File: src/rtl/stpkt_pkg.sv
package stpkt_pkg;

  typedef enum logic [1:0] {
    MODE_OFF  = 2'b00,
    MODE_ONCE = 2'b01,
    MODE_RSV  = 2'b10,
    MODE_AUTO = 2'b11
  } rpt_mode_e;

  localparam int SEQ_W = 6;

  // Address byte, sequence/low-bits byte, then eight status bits per byte.
  function automatic int pkt_bytes(input int payload_w);
    return 2 + (payload_w - 2 + 7) / 8;
  endfunction

endpackage

File: src/rtl/stpkt_ctl.sv
module stpkt_ctl
  import stpkt_pkg::*;
#(
  parameter int PAYLOAD_W = 9
) (
  input  logic                 clk,
  input  logic                 rst,
  input  logic                 ctl_we,
  input  logic [7:0]           ctl_data,
  input  logic [PAYLOAD_W-1:0] status_in,
  input  logic                 accept,
  output logic [SEQ_W-1:0]     seq,
  output logic                 want
);

  rpt_mode_e            mode_q;
  logic [PAYLOAD_W-1:0] prev_q;
  rpt_mode_e            wr_mode;
  logic                 arm_w, cancel_w, auto_w;

  assign wr_mode  = rpt_mode_e'(ctl_data[1:0]);
  assign arm_w    = ctl_we && (wr_mode == MODE_ONCE || wr_mode == MODE_AUTO);
  assign cancel_w = ctl_we && !arm_w;
  assign auto_w   = (mode_q == MODE_AUTO) && (status_in != prev_q);

  always_ff @(posedge clk) begin
    if (rst) begin
      mode_q <= MODE_OFF;
      seq    <= '0;
      prev_q <= '0;
      want   <= 1'b0;
    end else begin
      prev_q <= status_in;
      if (ctl_we) begin
        mode_q <= wr_mode;
        seq    <= ctl_data[7:2];
      end
      if (cancel_w)                want <= 1'b0;
      else if (arm_w || auto_w)    want <= 1'b1;
      else if (accept)             want <= 1'b0;
    end
  end

  AST_CANCEL_DROPS: assert property (@(posedge clk) disable iff (rst)
    cancel_w |=> !want);

endmodule

File: src/rtl/stpkt_ser.sv
module stpkt_ser
  import stpkt_pkg::*;
#(
  parameter int         PAYLOAD_W = 9,
  parameter logic [7:0] ADDR_BYTE = 8'h3A
) (
  input  logic                 clk,
  input  logic                 rst,
  input  logic                 go,
  input  logic [PAYLOAD_W-1:0] status_in,
  input  logic [SEQ_W-1:0]     seq_in,
  output logic [7:0]           ad,
  output logic                 busy
);

  localparam int NB    = pkt_bytes(PAYLOAD_W);
  localparam int PAD_W = 2 + 8 * (NB - 2);
  localparam int CW    = $clog2(NB);

  logic [CW-1:0]    cnt;
  logic [PAD_W-1:0] snap;
  logic [SEQ_W-1:0] seq_q;
  logic [7:0]       byte_v [1:NB-1];

  always_ff @(posedge clk) begin
    if (rst) begin
      cnt   <= '0;
      snap  <= '0;
      seq_q <= '0;
    end else if (go) begin
      cnt   <= CW'(1);
      snap  <= PAD_W'(status_in);
      seq_q <= seq_in;
    end else if (cnt != '0) begin
      cnt <= (cnt == CW'(NB - 1)) ? '0 : cnt + 1'b1;
    end
  end

  assign busy      = (cnt != '0);
  assign byte_v[1] = {seq_q, snap[1:0]};

  for (genvar k = 2; k < NB; k++) begin : g_data
    assign byte_v[k] = snap[2 + 8 * (k - 2) +: 8];
  end

  always_comb begin
    ad = '0;
    if (go) begin
      ad = ADDR_BYTE;
    end else begin
      for (int k = 1; k < NB; k++) begin
        if (cnt == CW'(k)) ad = byte_v[k];
      end
    end
  end

  AST_GO_WHEN_IDLE: assert property (@(posedge clk) disable iff (rst)
    go |-> !busy);
  AST_SNAP_HELD: assert property (@(posedge clk) disable iff (rst)
    busy |=> ($stable(snap) && $stable(seq_q)));
  AST_BURST_END: assert property (@(posedge clk) disable iff (rst)
    (cnt == CW'(NB - 1)) |=> (!busy && ad == 8'h00) || go);

endmodule

File: src/rtl/status_pkt_gen.sv
module status_pkt_gen
  import stpkt_pkg::*;
#(
  parameter int         PAYLOAD_W   = 9,
  parameter logic [7:0] STATUS_ADDR = 8'h3A
) (
  input  logic                 clk,
  input  logic                 rst,
  input  logic                 ctl_we,
  input  logic [7:0]           ctl_data,
  input  logic [PAYLOAD_W-1:0] status_in,
  output logic [7:0]           pkt_ad,
  output logic                 pkt_rq,
  input  logic                 pkt_start
);

  logic             want, busy, accept;
  logic [SEQ_W-1:0] seq;

  assign pkt_rq = want && !busy;
  assign accept = pkt_rq && pkt_start;

  stpkt_ctl #(.PAYLOAD_W(PAYLOAD_W)) u_ctl (
    .clk       (clk),
    .rst       (rst),
    .ctl_we    (ctl_we),
    .ctl_data  (ctl_data),
    .status_in (status_in),
    .accept    (accept),
    .seq       (seq),
    .want      (want)
  );

  stpkt_ser #(.PAYLOAD_W(PAYLOAD_W), .ADDR_BYTE(STATUS_ADDR)) u_ser (
    .clk       (clk),
    .rst       (rst),
    .go        (accept),
    .status_in (status_in),
    .seq_in    (seq),
    .ad        (pkt_ad),
    .busy      (busy)
  );

  AST_START_ADDR: assert property (@(posedge clk) disable iff (rst)
    (pkt_rq && pkt_start) |-> (pkt_ad == STATUS_ADDR));
  AST_RQ_HOLD: assert property (@(posedge clk) disable iff (rst)
    (pkt_rq && !pkt_start && !ctl_we) |=> pkt_rq);
  AST_RESET_QUIET: assert property (@(posedge clk) disable iff (rst)
    $past(rst) |-> (!pkt_rq && pkt_ad == 8'h00));

endmodule

File: config.mk
export PLATFORM = sky130hd
export DESIGN_NAME = status_pkt_gen
export DESIGN_NICKNAME = d
export VERILOG_FILES = /design/src/rtl/stpkt_pkg.sv /design/src/rtl/stpkt_ctl.sv /design/src/rtl/stpkt_ser.sv /design/src/rtl/status_pkt_gen.sv
export SDC_FILE = /design/constraint.sdc
export NUM_CORES = 1
export LEC_CHECK = 0
export BUFFER_PORTS_ARGS = -buffer_cell sky130_fd_sc_hd__buf_2
export CORE_ASPECT_RATIO = 1.2
export CORE_UTILIZATION = 52
export CTS_CLUSTER_DIAMETER = 150
export DETAILED_ROUTE_END_ITERATION = 10
export GPL_TIMING_DRIVEN = 0
export PLACE_DENSITY = 0.86
export SYNTH_ARGS = -nofsm -noshare
export SYNTH_HDL_FRONTEND = slang
export SYNTH_SLANG_ARGS = --single-unit
File: constraint.sdc
create_clock -name clk -period 1.6 [get_ports clk]
set_clock_uncertainty 0.2 [all_clocks]
set_input_delay 0.16 -clock clk [delete_from_list [all_inputs] [get_ports clk]]
set_output_delay 0.16 -clock clk [all_outputs]
set_load 0.02 [all_outputs]
==> Word-level counts from Yosys, hierarchy flattened <==
Cells that the tools add are included.
{ "totals": {"register_bits": 35, "in_bits": 21, "out_inout_bits": 9, "word_cells": 37} }
{ "classes": {"n_addsub": 1, "n_eq_ne": 6, "muxes": 8, "reduce_logical": 14} }
{ "ops": {"columns": ["operator", "count"], "rows": [
  ["8-bit two-way mux", 3],
  ["9-bit inequality test", 1],
  ["2-bit equality test, second input constant", 3],
  ["2-bit nonzero test", 3],
  ["1-bit logical AND", 5],
  ["2-bit by 1-bit equality test with 1-bit output, second input constant", 2],
  ["1-bit two-way mux", 4],
  ["2-bit OR reduction", 2],
  ["2-bit by 1-bit adder with 2-bit output, second input constant", 1],
  ["1-bit logical NOT", 2],
  ["1-bit logical OR", 2],
  ["2-bit two-way mux", 1]
]} }

==> Longest topological paths before layout <==
Gate-level depths: netlist of run 1.
{ "logic_depth": {"ltp_word": 6, "ltp_mapped": 6, "ltp_nobuf": 4} }

==> Cells and area by module <==
Synthesis of run 1 repeated with hierarchy kept, for this count alone.
{ "unflattened": {"cells_unflattened": 137, "hier_area_um2": 1407.6} }
{ "by_module_without_submodules": {"columns": ["module", "instances", "cells_per_inst", "area_per_inst_um2"], "rows": [
  ["stpkt_ser", 1, 73, 718.2],
  ["stpkt_ctl", 1, 62, 674.4],
  ["status_pkt_gen", 1, 2, 15.0]
]} }

==> Least setup slack after synthesis of run 1 <==
OpenSTA, ideal clock, no wires.
{ "synth_timing": {"path_kind": "reg2out", "start": "reg u_ser.cnt[0]", "end": "out pkt_ad[1]", "arrival_time_ns": 1.243, "setup_slack_ns": -0.003, "path_stages_with_launch": 5, "cell_sequence": "dfxtp_1 -> nor3b_2 -> and2_1 -> buf_6 -> a221o_1"} }
{ "synth_between": {"elab_chain_cells": 5} }
{ "synth_rtl": {"columns": ["element", "line", "rtl"], "rows": [
  ["start, declared", "stpkt_ser.sv:20", "logic [CW-1:0] cnt;"],
  ["start signal, assigned", "stpkt_ser.sv:35", "cnt <= (cnt == CW'(NB - 1)) ? '0 : cnt + 1'b1;"],
  ["2-bit nonzero test", "stpkt_ser.sv:39", "assign busy = (cnt != '0);"],
  ["1-bit logical NOT", "status_pkt_gen.sv:20", "assign pkt_rq = want && !busy;"],
  ["1-bit logical AND", "status_pkt_gen.sv:20", null],
  ["named net pkt_rq", "status_pkt_gen.sv:13", "output logic pkt_rq,"],
  ["1-bit logical AND", "status_pkt_gen.sv:21", "assign accept = pkt_rq && pkt_start;"],
  ["8-bit two-way mux", "stpkt_ser.sv:48", "if (go) begin"],
  ["end, declared", "status_pkt_gen.sv:12", "output logic [7:0] pkt_ad,"]
]} }
The timed path passes the listed nets, and every way through them passes these cells.

==> Final worst setup path of run 1 <==
{ "layout_timing": {"start": "reg u_ctl.want", "end": "out pkt_ad[4]"} }
{ "layout_between": {"elab_chain_cells": 3} }
{ "layout_rtl": {"columns": ["element", "line", "rtl"], "rows": [
  ["start, declared", "stpkt_ctl.sv:13", "output logic want"],
  ["start signal, assigned", "stpkt_ctl.sv:31", "want <= 1'b0;"],
  ["start signal, assigned", "stpkt_ctl.sv:38", "if (cancel_w) want <= 1'b0;"],
  ["start signal, assigned", "stpkt_ctl.sv:39", "else if (arm_w || auto_w) want <= 1'b1;"],
  ["1-bit logical AND", "status_pkt_gen.sv:20", null],
  ["1-bit logical AND", "status_pkt_gen.sv:21", null],
  ["8-bit two-way mux", "stpkt_ser.sv:48", null]
]} }
Every way passes these cells.

==> run_results.csv, run 1 <==
group,metric,value,unit
outcome,outcome,"finished with violations",
outcome,violations,"setup timing",
worst_setup_path,cp.required,1.24,ns
timing,report.final.hold_viol_count,0,
synth,synth_area_leaders,"dfxtp_1 51%, nand2_1 8.7%, a21oi_2 6.3%",
worst_setup_path,path_common_cell,"buf_6",
timing,setup_viol,17,
floorplanning,placementRows,20,
placement,dp_hpwl,2040,um
synth,synth_top_area_cell,"dfxtp_1",
worst_setup_path,cp_top_family,"flip-flops",
timing,fmax,0.536,GHz
cts,cts_buffer_depth,2,
power,p_switching,0.422,mW
synth,syn_area_per_cell,9.50,sq um
synth,synth_top_family_by_area,"simple AND/OR/NAND/NOR gates",
power,power_frac_seq,0.572,
timing,tightest_slew,0.527,ns
power,max-vdd-ir-drop,0.000579,V
cts,cts.sinks,35,
finish,finalCoreUtilization,0.763,
power,switching_share,0.260,
synth,yosysSeqAreaShare,0.505,
detailed_routing,viasPerCell,5.23,
synth,synth_cell_types,20,
worst_setup_path,arrival,1.51,ns
detailed_routing,wl_met2,1910,um
finish,areaGrowthSynthToFinish,39.1,%
finish,antenna_cells,0,
power,fin_total_pwr,1.63,mW
detailed_routing,wl_met3,202,um
placement,place_ws,-0.0725,ns
worst_setup_path,end_kind,"output port",
detailed_routing,first_pass_iters,4,
grt,grt_overflow,0,
detailed_routing,wl_per_cell,14.6,um
synth,synthMuxAreaShare,0.0578,
detailed_routing,drc_errors,0,
detailed_routing,drt_wl_total,3460,um
synth,synth.top_cell.area_share,0.505,
worst_setup_path,path_cells,"nor3b_4 > and2_4 > buf_6 > a221o_1 > buf_6",
grt,first_global_vias,1315,
detailed_routing,topRoutingLayerUsed,"met4",
timing,setup_tns,-1.53,ns
grt,grt_antenna_before_repair,0,
synth,synth_warnings,0,
cts,cts_tree,"yes",
floorplanning,die_h,58.6,um
synth,syn_area,0.00139,sq mm
flow_run,drv_cap,0,
floorplanning,core_area,0.00253,sq mm
worst_setup_path,critPathMaxFanout,8,
floorplanning,initial_utilization,0.549,
finish,final_cell_mix,"32 x nand2_1, 32 x dfxtp_1, 23 x buf_2",
worst_setup_path,cpPeakStageDelay,0.33,ns
timing,slew_headroom,0.649,
cts,clkLatencyLatePin,0.33,ns
cts,cts_buffers,5,
worst_setup_path,worstSetupStartpointType,"flip-flop",
detailed_routing,drt_iter0_markers,23,
timing,fin_crit,1.87,ns
synth,synth_compound_gate_area_share,0.145,
min_path,hp-class,"primary input to flip-flop",
synth,ys_ff_latch,35,
power,clkPwrFrac,0.275,
worst_setup_path,crit_slowest_cell,"dfxtp_2",
finish,stdcell_count,237,
worst_setup_path,path_buf_inv,2,
placement,io_buffers,27,
grt,grt_pass1_wl,5480,um
finish,fillers,175,
timing,fin_hold_ws,0.0806,ns
detailed_routing,met1Wirelength,1260,um
timing,fin_ws,-0.265,ns
detailed_routing,drtAntennaViolNets,0,
placement,place_area,0.00157,sq mm
floorplanning,dieArea,0.00288,sq mm
detailed_routing,vias,1239,
synth,synthesis.nets,167,
timing,post-route-period-util,1.17,
power,power_leakage,0.787,nW
cts,cts_root_buf,"clkbuf_4",
synth,synth_xor_area_frac,0.0569,
finish,nNetsFinal,224,
power,comb_power_share,0.153,
timing,rsz0062_at_grt,"yes",
grt,grt_max_degree,12,
power,internal_power,1.20,mW
grt,grt.total_usage,0.263,
timing,drv_slew,0,
finish,final_area,0.00193,sq mm
placement,placedCellCount,206,
finish,drive_gt1_frac,0.299,
power,power.density,843,mW/mm^2
floorplanning,ios,30,
cts,clk_pin_slew,0.10,ns
synth,synthCells,146,
worst_setup_path,criticalPathCategory,"flip-flop to output port",
synth,synthSimpleGateAreaFrac,0.191,
placement,gp_congestion,0.831,
cts,h-tree-depth,2,
synth,synth_fa_ha_area_frac,0,
floorplanning,die_w,49.1,um
==> state kept, by name, summed over array words and instances, names as in the netlist <==
name	cells
u_ctl.want	1
u_ser.snap	9
u_ser.seq_q	6
u_ctl.mode_q	2
u_ser.cnt	2
u_ctl.prev_q	9
u_ctl.seq	6
==> worst min-delay path: stages <==
cell,delay (ns)
buf_2,0.20
mux2i_1,0.15
nor2_1,0.07
==> power groups by stage <==
stage               Clock (mW)  Combinational, mW  Sequential [mW]
floorplan                    0              0.122            0.943
global placement             0              0.174            0.945
detailed placement           0              0.183            0.948
CTS                      0.457              0.235            0.928
global route             0.500              0.266            0.934
finish                   0.447              0.248            0.930
==> path summary, 6_finish.rpt <==
path | to | cells after the start | slack, ns | start
setup / recovery | pkt_ad[4] | 5 | -0.27 | u_ctl.want
hold / removal | u_ctl.seq[3] | 3 | 0.08 | ctl_we
setup reg to reg | u_ser.seq_q[5] | 6 | -0.04 | u_ser.cnt[0]
hold reg to reg | u_ser.snap[1] | 2 | 0.26 | u_ser.snap[1]
==> per-layer routing <==
layer | up-vias | track usage
met5 | - | 0
met4 | 0 | 0.155
met3 | 8 | 0.0672
met2 | 48 | 0.513
met1 | 588 | 0.243
li1 | 595 | -
==> cell families (layout without fill, tap and decap cells) <==
| family | Yosys count | in the layout |
|---|---|---|
| flip-flops | 35 | 35 |
| AO/OA/AOI/OAI | 25 | 25 |
| buffers and inverters | 11 | 69 |
| XOR/XNOR | 9 | 9 |
| AND/OR/NAND/NOR | 58 | 58 |
| multiplexers | 8 | 8 |
==> Yosys cell counts <==
cell,number
dfxtp_1,35
xnor2_1,9
inv_1,1
buf_2,3
a221oi_1,1
and2_1,2
nand4_1,1
nand2_1,32
a221o_1,4
o311ai_0,1
nor2_1,9
nand3_1,1
a21oi_1,6
nor3b_2,1
a21oi_2,10
mux2i_1,8
nor2b_1,12
clkbuf_1,5
buf_6,2
a22o_1,3
==> timing repair <==
action                                  CTS  global route
endpoints found under the setup margin    8            21
pin swaps                                 5             0
hold buffers                             21             0
resized for setup                        21             5
hold endpoints to repair                 27             0
buffers inserted                          2             1
==> final cells by class <==
type,instances,area [sq um],area share
Buffer,9,72.6,0.0376
Clock inverter,3,15.0,0.00779
Inverter,1,3.75,0.00195
Clock buffer,5,37.5,0.0195
Tap cell,33,41.3,0.0214
Timing Repair Buffer,51,412,0.213
Multi-Input combinational cell,100,642,0.333
Sequential cell,35,704,0.365
Note: power is estimated with default switching activity, not from simulation.
==> run 2, diff against run 1 <==
--- a/config.mk
+++ b/config.mk
@@ -6,12 +6,13 @@
 export NUM_CORES = 1
 export LEC_CHECK = 0
 export BUFFER_PORTS_ARGS = -buffer_cell sky130_fd_sc_hd__buf_2
+export CAP_MARGIN = 20
 export CORE_ASPECT_RATIO = 1.2
-export CORE_UTILIZATION = 52
+export CORE_UTILIZATION = 45
 export CTS_CLUSTER_DIAMETER = 150
 export DETAILED_ROUTE_END_ITERATION = 10
 export GPL_TIMING_DRIVEN = 0
-export PLACE_DENSITY = 0.86
+export PLACE_DENSITY = 0.77
 export SYNTH_ARGS = -nofsm -noshare
 export SYNTH_HDL_FRONTEND = slang
 export SYNTH_SLANG_ARGS = --single-unit
==> run 2 against run 1 <==
- the run still ends with setup timing left
- critical path type unchanged
- sequential power hardly changed
- critical path depth is 1 lower
- count of clock-buffer cells in the layout is 3 higher
- critical endpoint unchanged
- die area is 15% higher
- setup slack better by 0.054 ns
- final area is 2.6% higher
- global-route usage is 4.2 points lower
==> run_results.csv, run 2 (synthesis gave the netlist of run 1 again) <==
group,metric,value,unit
outcome,outcome,"finished with violations",
outcome,violations,"setup timing",
power,power_leakage,0.804,nW
cts,clkLatencyLatePin,0.35,ns
detailed_routing,drt_iter0_markers,19,
detailed_routing,first_pass_iters,4,
detailed_routing,wl_per_cell,13.9,um
floorplanning,initial_utilization,0.484,
floorplanning,core_area,0.00286,sq mm
power,p_switching,0.424,mW
finish,final_common_cell,"dfxtp_1",
cts,cts_tree,"yes",
finish,nNetsFinal,225,
detailed_routing,drtAntennaViolNets,0,
floorplanning,die_h,62.8,um
timing,tightest_slew,0.469,ns
placement,gp_congestion,0.737,
timing,drv_slew,0,
timing,fmax,0.552,GHz
finish,regArea,709,sq um
worst_setup_path,worstSetupStartpointType,"flip-flop",
flow_run,drv_cap,0,
worst_setup_path,path_cells,"nor2b_4 > buf_6 > a221o_1 > buf_6",
placement,io_buffers,27,
worst_setup_path,path_buf_inv,2,
grt,grt.total_usage,0.221,
worst_setup_path,arrival,1.45,ns
cts,cts_buffers,5,
detailed_routing,viasPerCell,4.92,
timing,report.final.hold_viol_count,0,
power,internal_power,1.30,mW
worst_setup_path,critPathMaxFanout,5,
power,switching_share,0.246,
power,fin_total_pwr,1.72,mW
finish,areaGrowthSynthToFinish,42.7,%
worst_setup_path,criticalPathCategory,"flip-flop to output port",
timing,setup_tns,-1.20,ns
grt,grt_antenna_before_repair,0,
power,comb_power_share,0.143,
timing,setup_viol,8,
power,power_frac_seq,0.539,
cts,cts.sinks,35,
cts,cts_root_buf,"clkbuf_4",
floorplanning,placementRows,21,
floorplanning,die_w,52.7,um
cts,h-tree-depth,2,
finish,final_area,0.00198,sq mm
worst_setup_path,path_common_cell,"buf_6",
finish,largestRegisters,"u_ctl.prev_q (9), u_ser.snap (9)",
grt,first_global_vias,1188,
detailed_routing,vias,1177,
grt,grt_overflow,0,
worst_setup_path,end_kind,"output port",
finish,antenna_cells,0,
timing,rsz0062_at_grt,"yes",
worst_setup_path,cpPeakStageDelay,0.38,ns
min_path,hp-class,"primary input to flip-flop",
timing,fin_ws,-0.211,ns
timing,fin_crit,1.81,ns
timing,slew_headroom,0.688,
grt,grt_max_degree,11,
placement,dp_hpwl,1950,um
finish,fillers,237,
timing,post-route-period-util,1.13,
worst_setup_path,crit_slowest_cell,"dfxtp_4",
power,clkPwrFrac,0.318,
grt,grt_pass1_wl,5160,um
detailed_routing,drt_wl_total,3330,um
floorplanning,dieArea,0.00331,sq mm
finish,final_cell_mix,"32 x dfxtp_1, 31 x nand2_1, 22 x buf_2",
finish,drive_gt1_frac,0.322,
power,power.density,870,mW/mm^2
detailed_routing,drc_errors,0,
floorplanning,ios,30,
cts,clk_pin_slew,0.10,ns
cts,cts_buffer_depth,2,
worst_setup_path,cp.required,1.24,ns
power,max-vdd-ir-drop,0.000744,V
worst_setup_path,cp_top_family,"flip-flops",
placement,place_area,0.00157,sq mm
finish,multiInputGateArea,667,sq um
-- run 2: path summary, 6_finish.rpt --
path | slack (ns) | cells after the start | to | start
setup reg to reg | 0.06 | 6 | u_ser.snap[0] | u_ser.cnt[0]
hold / removal | 0.01 | 4 | u_ser.snap[4] | pkt_start
hold reg to reg | 0.27 | 2 | u_ser.seq_q[3] | u_ctl.seq[3]
setup / recovery | -0.21 | 4 | pkt_ad[4] | u_ser.cnt[0]
-- run 2: through the flow --
stage,util,setup slack [ns],instances,hold slack [ns]
detailed placement,0.548,-0.0356,207,0.204
global route,0.691,-0.254,239,0.0268
CTS,0.674,-0.291,239,0.0396
global placement,0.548,0.00261,207,0.195
finish,0.691,-0.211,239,0.0107
floorplan,-,0.0692,146,0.0882
-- run 2: cell type report --
| class | count | area share |
|---|---|---|
| well taps | 34 | 0.0215 |
| repair buffers | 55 | 0.228 |
| multi-input cells | 100 | 0.337 |
| inverters | 1 | 0.00190 |
| plain buffers | 6 | 0.0183 |
| flip-flops and latches | 35 | 0.359 |
| clock buffers | 8 | 0.0348 |
-- run 2: metal layers --
metal  track usage  vias to the layer above  part of all wire
met5             0                        -                 0
met4        0.0724                        0             0.012
met3        0.0754                        5             0.041
met2         0.403                       30              0.54
met1         0.223                      543              0.40
li1              -                      599                 -
-- run 2: timing repair --
item	CTS	global route
pin swaps	4	6
endpoints found under the hold margin	27	0
hold buffers	20	0
endpoints found under the setup margin	8	10
gates resized for setup	22	17
setup buffers	3	4
gates cloned	1	0
-- run 2: power groups by stage --
stage               clock (mW)  combinational, mW  sequential (mW)
floorplan                    0              0.122            0.943
global placement             0              0.175            0.945
detailed placement           0              0.180            0.948
CTS                      0.557              0.235            0.928
global route             0.604              0.268            0.932
finish                   0.548              0.246            0.928
-- run 2: worst register-to-register path: stages, from the launching register on --
cell     delay, ns
dfxtp_4       0.38
nor3b_4       0.21
and2_4        0.22
buf_2         0.16
buf_4         0.12
nand2_1       0.06
a21oi_1       0.13
==> run 3, diff against run 2 <==
--- a/config.mk
+++ b/config.mk
@@ -8,11 +8,11 @@
 export BUFFER_PORTS_ARGS = -buffer_cell sky130_fd_sc_hd__buf_2
 export CAP_MARGIN = 20
 export CORE_ASPECT_RATIO = 1.2
-export CORE_UTILIZATION = 45
+export CORE_UTILIZATION = 37
 export CTS_CLUSTER_DIAMETER = 150
+export CTS_CLUSTER_SIZE = 25
 export DETAILED_ROUTE_END_ITERATION = 10
-export GPL_TIMING_DRIVEN = 0
-export PLACE_DENSITY = 0.77
+export PLACE_DENSITY = 0.67
 export SYNTH_ARGS = -nofsm -noshare
 export SYNTH_HDL_FRONTEND = slang
 export SYNTH_SLANG_ARGS = --single-unit
==> run 3 against run 2 <==
- the run ends with DRC, setup timing left
- setup slack gained 0.021 ns
- via count up 1.7%
- combinational power is 2% lower
- global-route usage down 4.4 points
- clock power up 27%
- sequential power barely moved
- total power increased by 8.5%
- largest power group unchanged
==> run_results.csv, run 3 (synthesis gave the netlist of run 1 again) <==
group,metric,value,unit
finish,regArea,707,sq um
finish,nNetsFinal,221,
cts,cts_root_buf,"clkbuf_8",
power,p_switching,0.435,mW
timing,post-route-period-util,1.12,
floorplanning,ios,30,
worst_setup_path,rrSetupSlack,0.08,ns
power,switching_share,0.233,
placement,io_buffers,29,
detailed_routing,wl_per_cell,13.3,um
floorplanning,core_area,0.00360,sq mm
power,comb_power_share,0.129,
timing,slew_headroom,0.707,
timing,fin_crit,1.79,ns
worst_setup_path,crit_end,"pkt_ad[3]",
power,fin_total_pwr,1.87,mW
floorplanning,die_h,69.1,um
timing,rsz0062_at_grt,"yes",
cts,clkLatencyLatePin,0.29,ns
timing,fin_hold_ws,0.0981,ns
grt,grt_max_degree,22,
flow_run,drv_cap,0,
finish,final_cell_mix,"32 x nand2_1, 32 x dfxtp_1, 23 x buf_2",
worst_setup_path,worstSetupStartpointType,"flip-flop",
power,clkPwrFrac,0.374,
worst_setup_path,criticalPathCategory,"flip-flop to output port",
worst_setup_path,timing.rr.end,"u_ser.seq_q[2]",
floorplanning,die_w,57.9,um
power,power_frac_seq,0.497,
min_path,hp-class,"primary input to flip-flop",
power,power_leakage,0.800,nW
finish,areaGrowthSynthToFinish,41.3,%
placement,gp_congestion,0.732,
timing,report.final.hold_viol_count,0,
worst_setup_path,arrival,1.43,ns
outcome,outcome,"finished with violations",
finish,drive_gt1_frac,0.318,
detailed_routing,vias,1197,
timing,fin_ws,-0.190,ns
grt,grt_pass1_wl,5360,um
worst_setup_path,cp.required,1.24,ns
power,power.density,953,mW/mm^2
timing,tightest_slew,0.435,ns
grt,grt.total_usage,0.177,
detailed_routing,drtAntennaViolNets,0,
finish,multiInputGateArea,644,sq um
power,max-vdd-ir-drop,0.000582,V
worst_setup_path,reg2reg_depth,7,
grt,grt_overflow,0,
floorplanning,placementRows,24,
finish,fillers,326,
detailed_routing,drt_wl_total,3190,um
cts,cts_tree,"yes",
placement,placedCellCount,211,
cts,cts_buffer_depth,2,
grt,grt_antenna_before_repair,0,
grt,first_global_vias,1190,
detailed_routing,viasPerCell,4.99,
placement,dp_hpwl,2160,um
cts,cts_buffers,5,
floorplanning,initial_utilization,0.385,
finish,antenna_cells,0,
detailed_routing,drc_errors,3,
power,internal_power,1.43,mW
placement,place_ws,-0.0983,ns
worst_setup_path,end_kind,"output port",
timing,setup_tns,-0.907,ns
timing,setup_viol,8,
finish,stdcell_count,240,
timing,fmax,0.559,GHz
finish,largestRegisters,"u_ctl.prev_q (9), u_ser.snap (9)",
cts,h-tree-depth,2,
cts,cts.sinks,35,
worst_setup_path,r2r_start,"u_ser.cnt[0]",
detailed_routing,first_pass_iters,7,
cts,clk_pin_slew,0.07,ns
timing,drv_slew,0,
worst_setup_path,cp-startpoint,"u_ctl.want",
worst_setup_path,critPathMaxFanout,4,
outcome,violations,"DRC, setup timing",
floorplanning,dieArea,0.00400,sq mm
detailed_routing,drt_iter0_markers,36,
## run 3: per-stage QoR
stage	instance area, sq um	utilization
final	1960	0.544
after global routing	1960	0.544
after CTS	1950	0.542
after detailed placement	1600	0.443
after global placement	1600	0.443
after floorplan	1390	-
## run 3: layout make-up
| class | count | area share |
|---|---|---|
| Timing Repair Buffer | 57 | 0.232 |
| Clock buffer | 8 | 0.0511 |
| Multi-Input combinational cell | 100 | 0.329 |
| Tap cell | 39 | 0.0249 |
| Inverter | 1 | 0.00192 |
| Sequential cell | 35 | 0.361 |
## run 3: how the worst min path moves through the flow
| stage | end | from | slack (ns) | cells after the start |
|---|---|---|---|---|
| after floorplan | u_ctl.prev_q[0] | status_in[0] | 0.09 | 1 |
| after CTS | u_ser.snap[8] | rst | 0.09 | 2 |
| after global routing | u_ser.snap[8] | rst | 0.11 | 2 |
| after detailed placement | u_ctl.seq[2] | ctl_data[4] | 0.20 | 3 |
| final | u_ser.snap[8] | rst | 0.1 | 2 |
| after global placement | u_ctl.seq[3] | ctl_data[5] | 0.19 | 3 |
## run 3: what timing repair did
item,4_1_cts,5_1_grt
hold buffers,17,0
pin swaps,1,1
resized for setup,20,2
hold endpoints to repair,27,0
endpoints found under the setup margin,8,9
setup buffers,4,0
## run 3: routing by layer
metal  vias to the layer above  part of all wire  track usage
met2                        32              0.50        0.289
li1                        589                 -            -
met5                         -                 0            0
met1                       569              0.43        0.206
met4                         0             0.024        0.103
met3                         7             0.047       0.0432
## run 3: worst max-delay path, cell delays in order (launching register included)
cell and delay (ns):
dfxtp_2 0.32, nor3b_4 0.14, and2_4 0.14, buf_6 0.12
a221o_1 0.28, buf_6 0.14
## run 3: power groups by stage
| stage | logic [mW] | clock network, mW | registers, mW |
|---|---|---|---|
| 2_1_floorplan | 0.122 | 0 | 0.943 |
| 3_3_place_gp | 0.183 | 0 | 0.946 |
| 3_5_place_dp | 0.189 | 0 | 0.948 |
| 4_1_cts | 0.241 | 0.718 | 0.928 |
| 6_report | 0.240 | 0.698 | 0.929 |
| 5_1_grt | 0.261 | 0.757 | 0.932 |
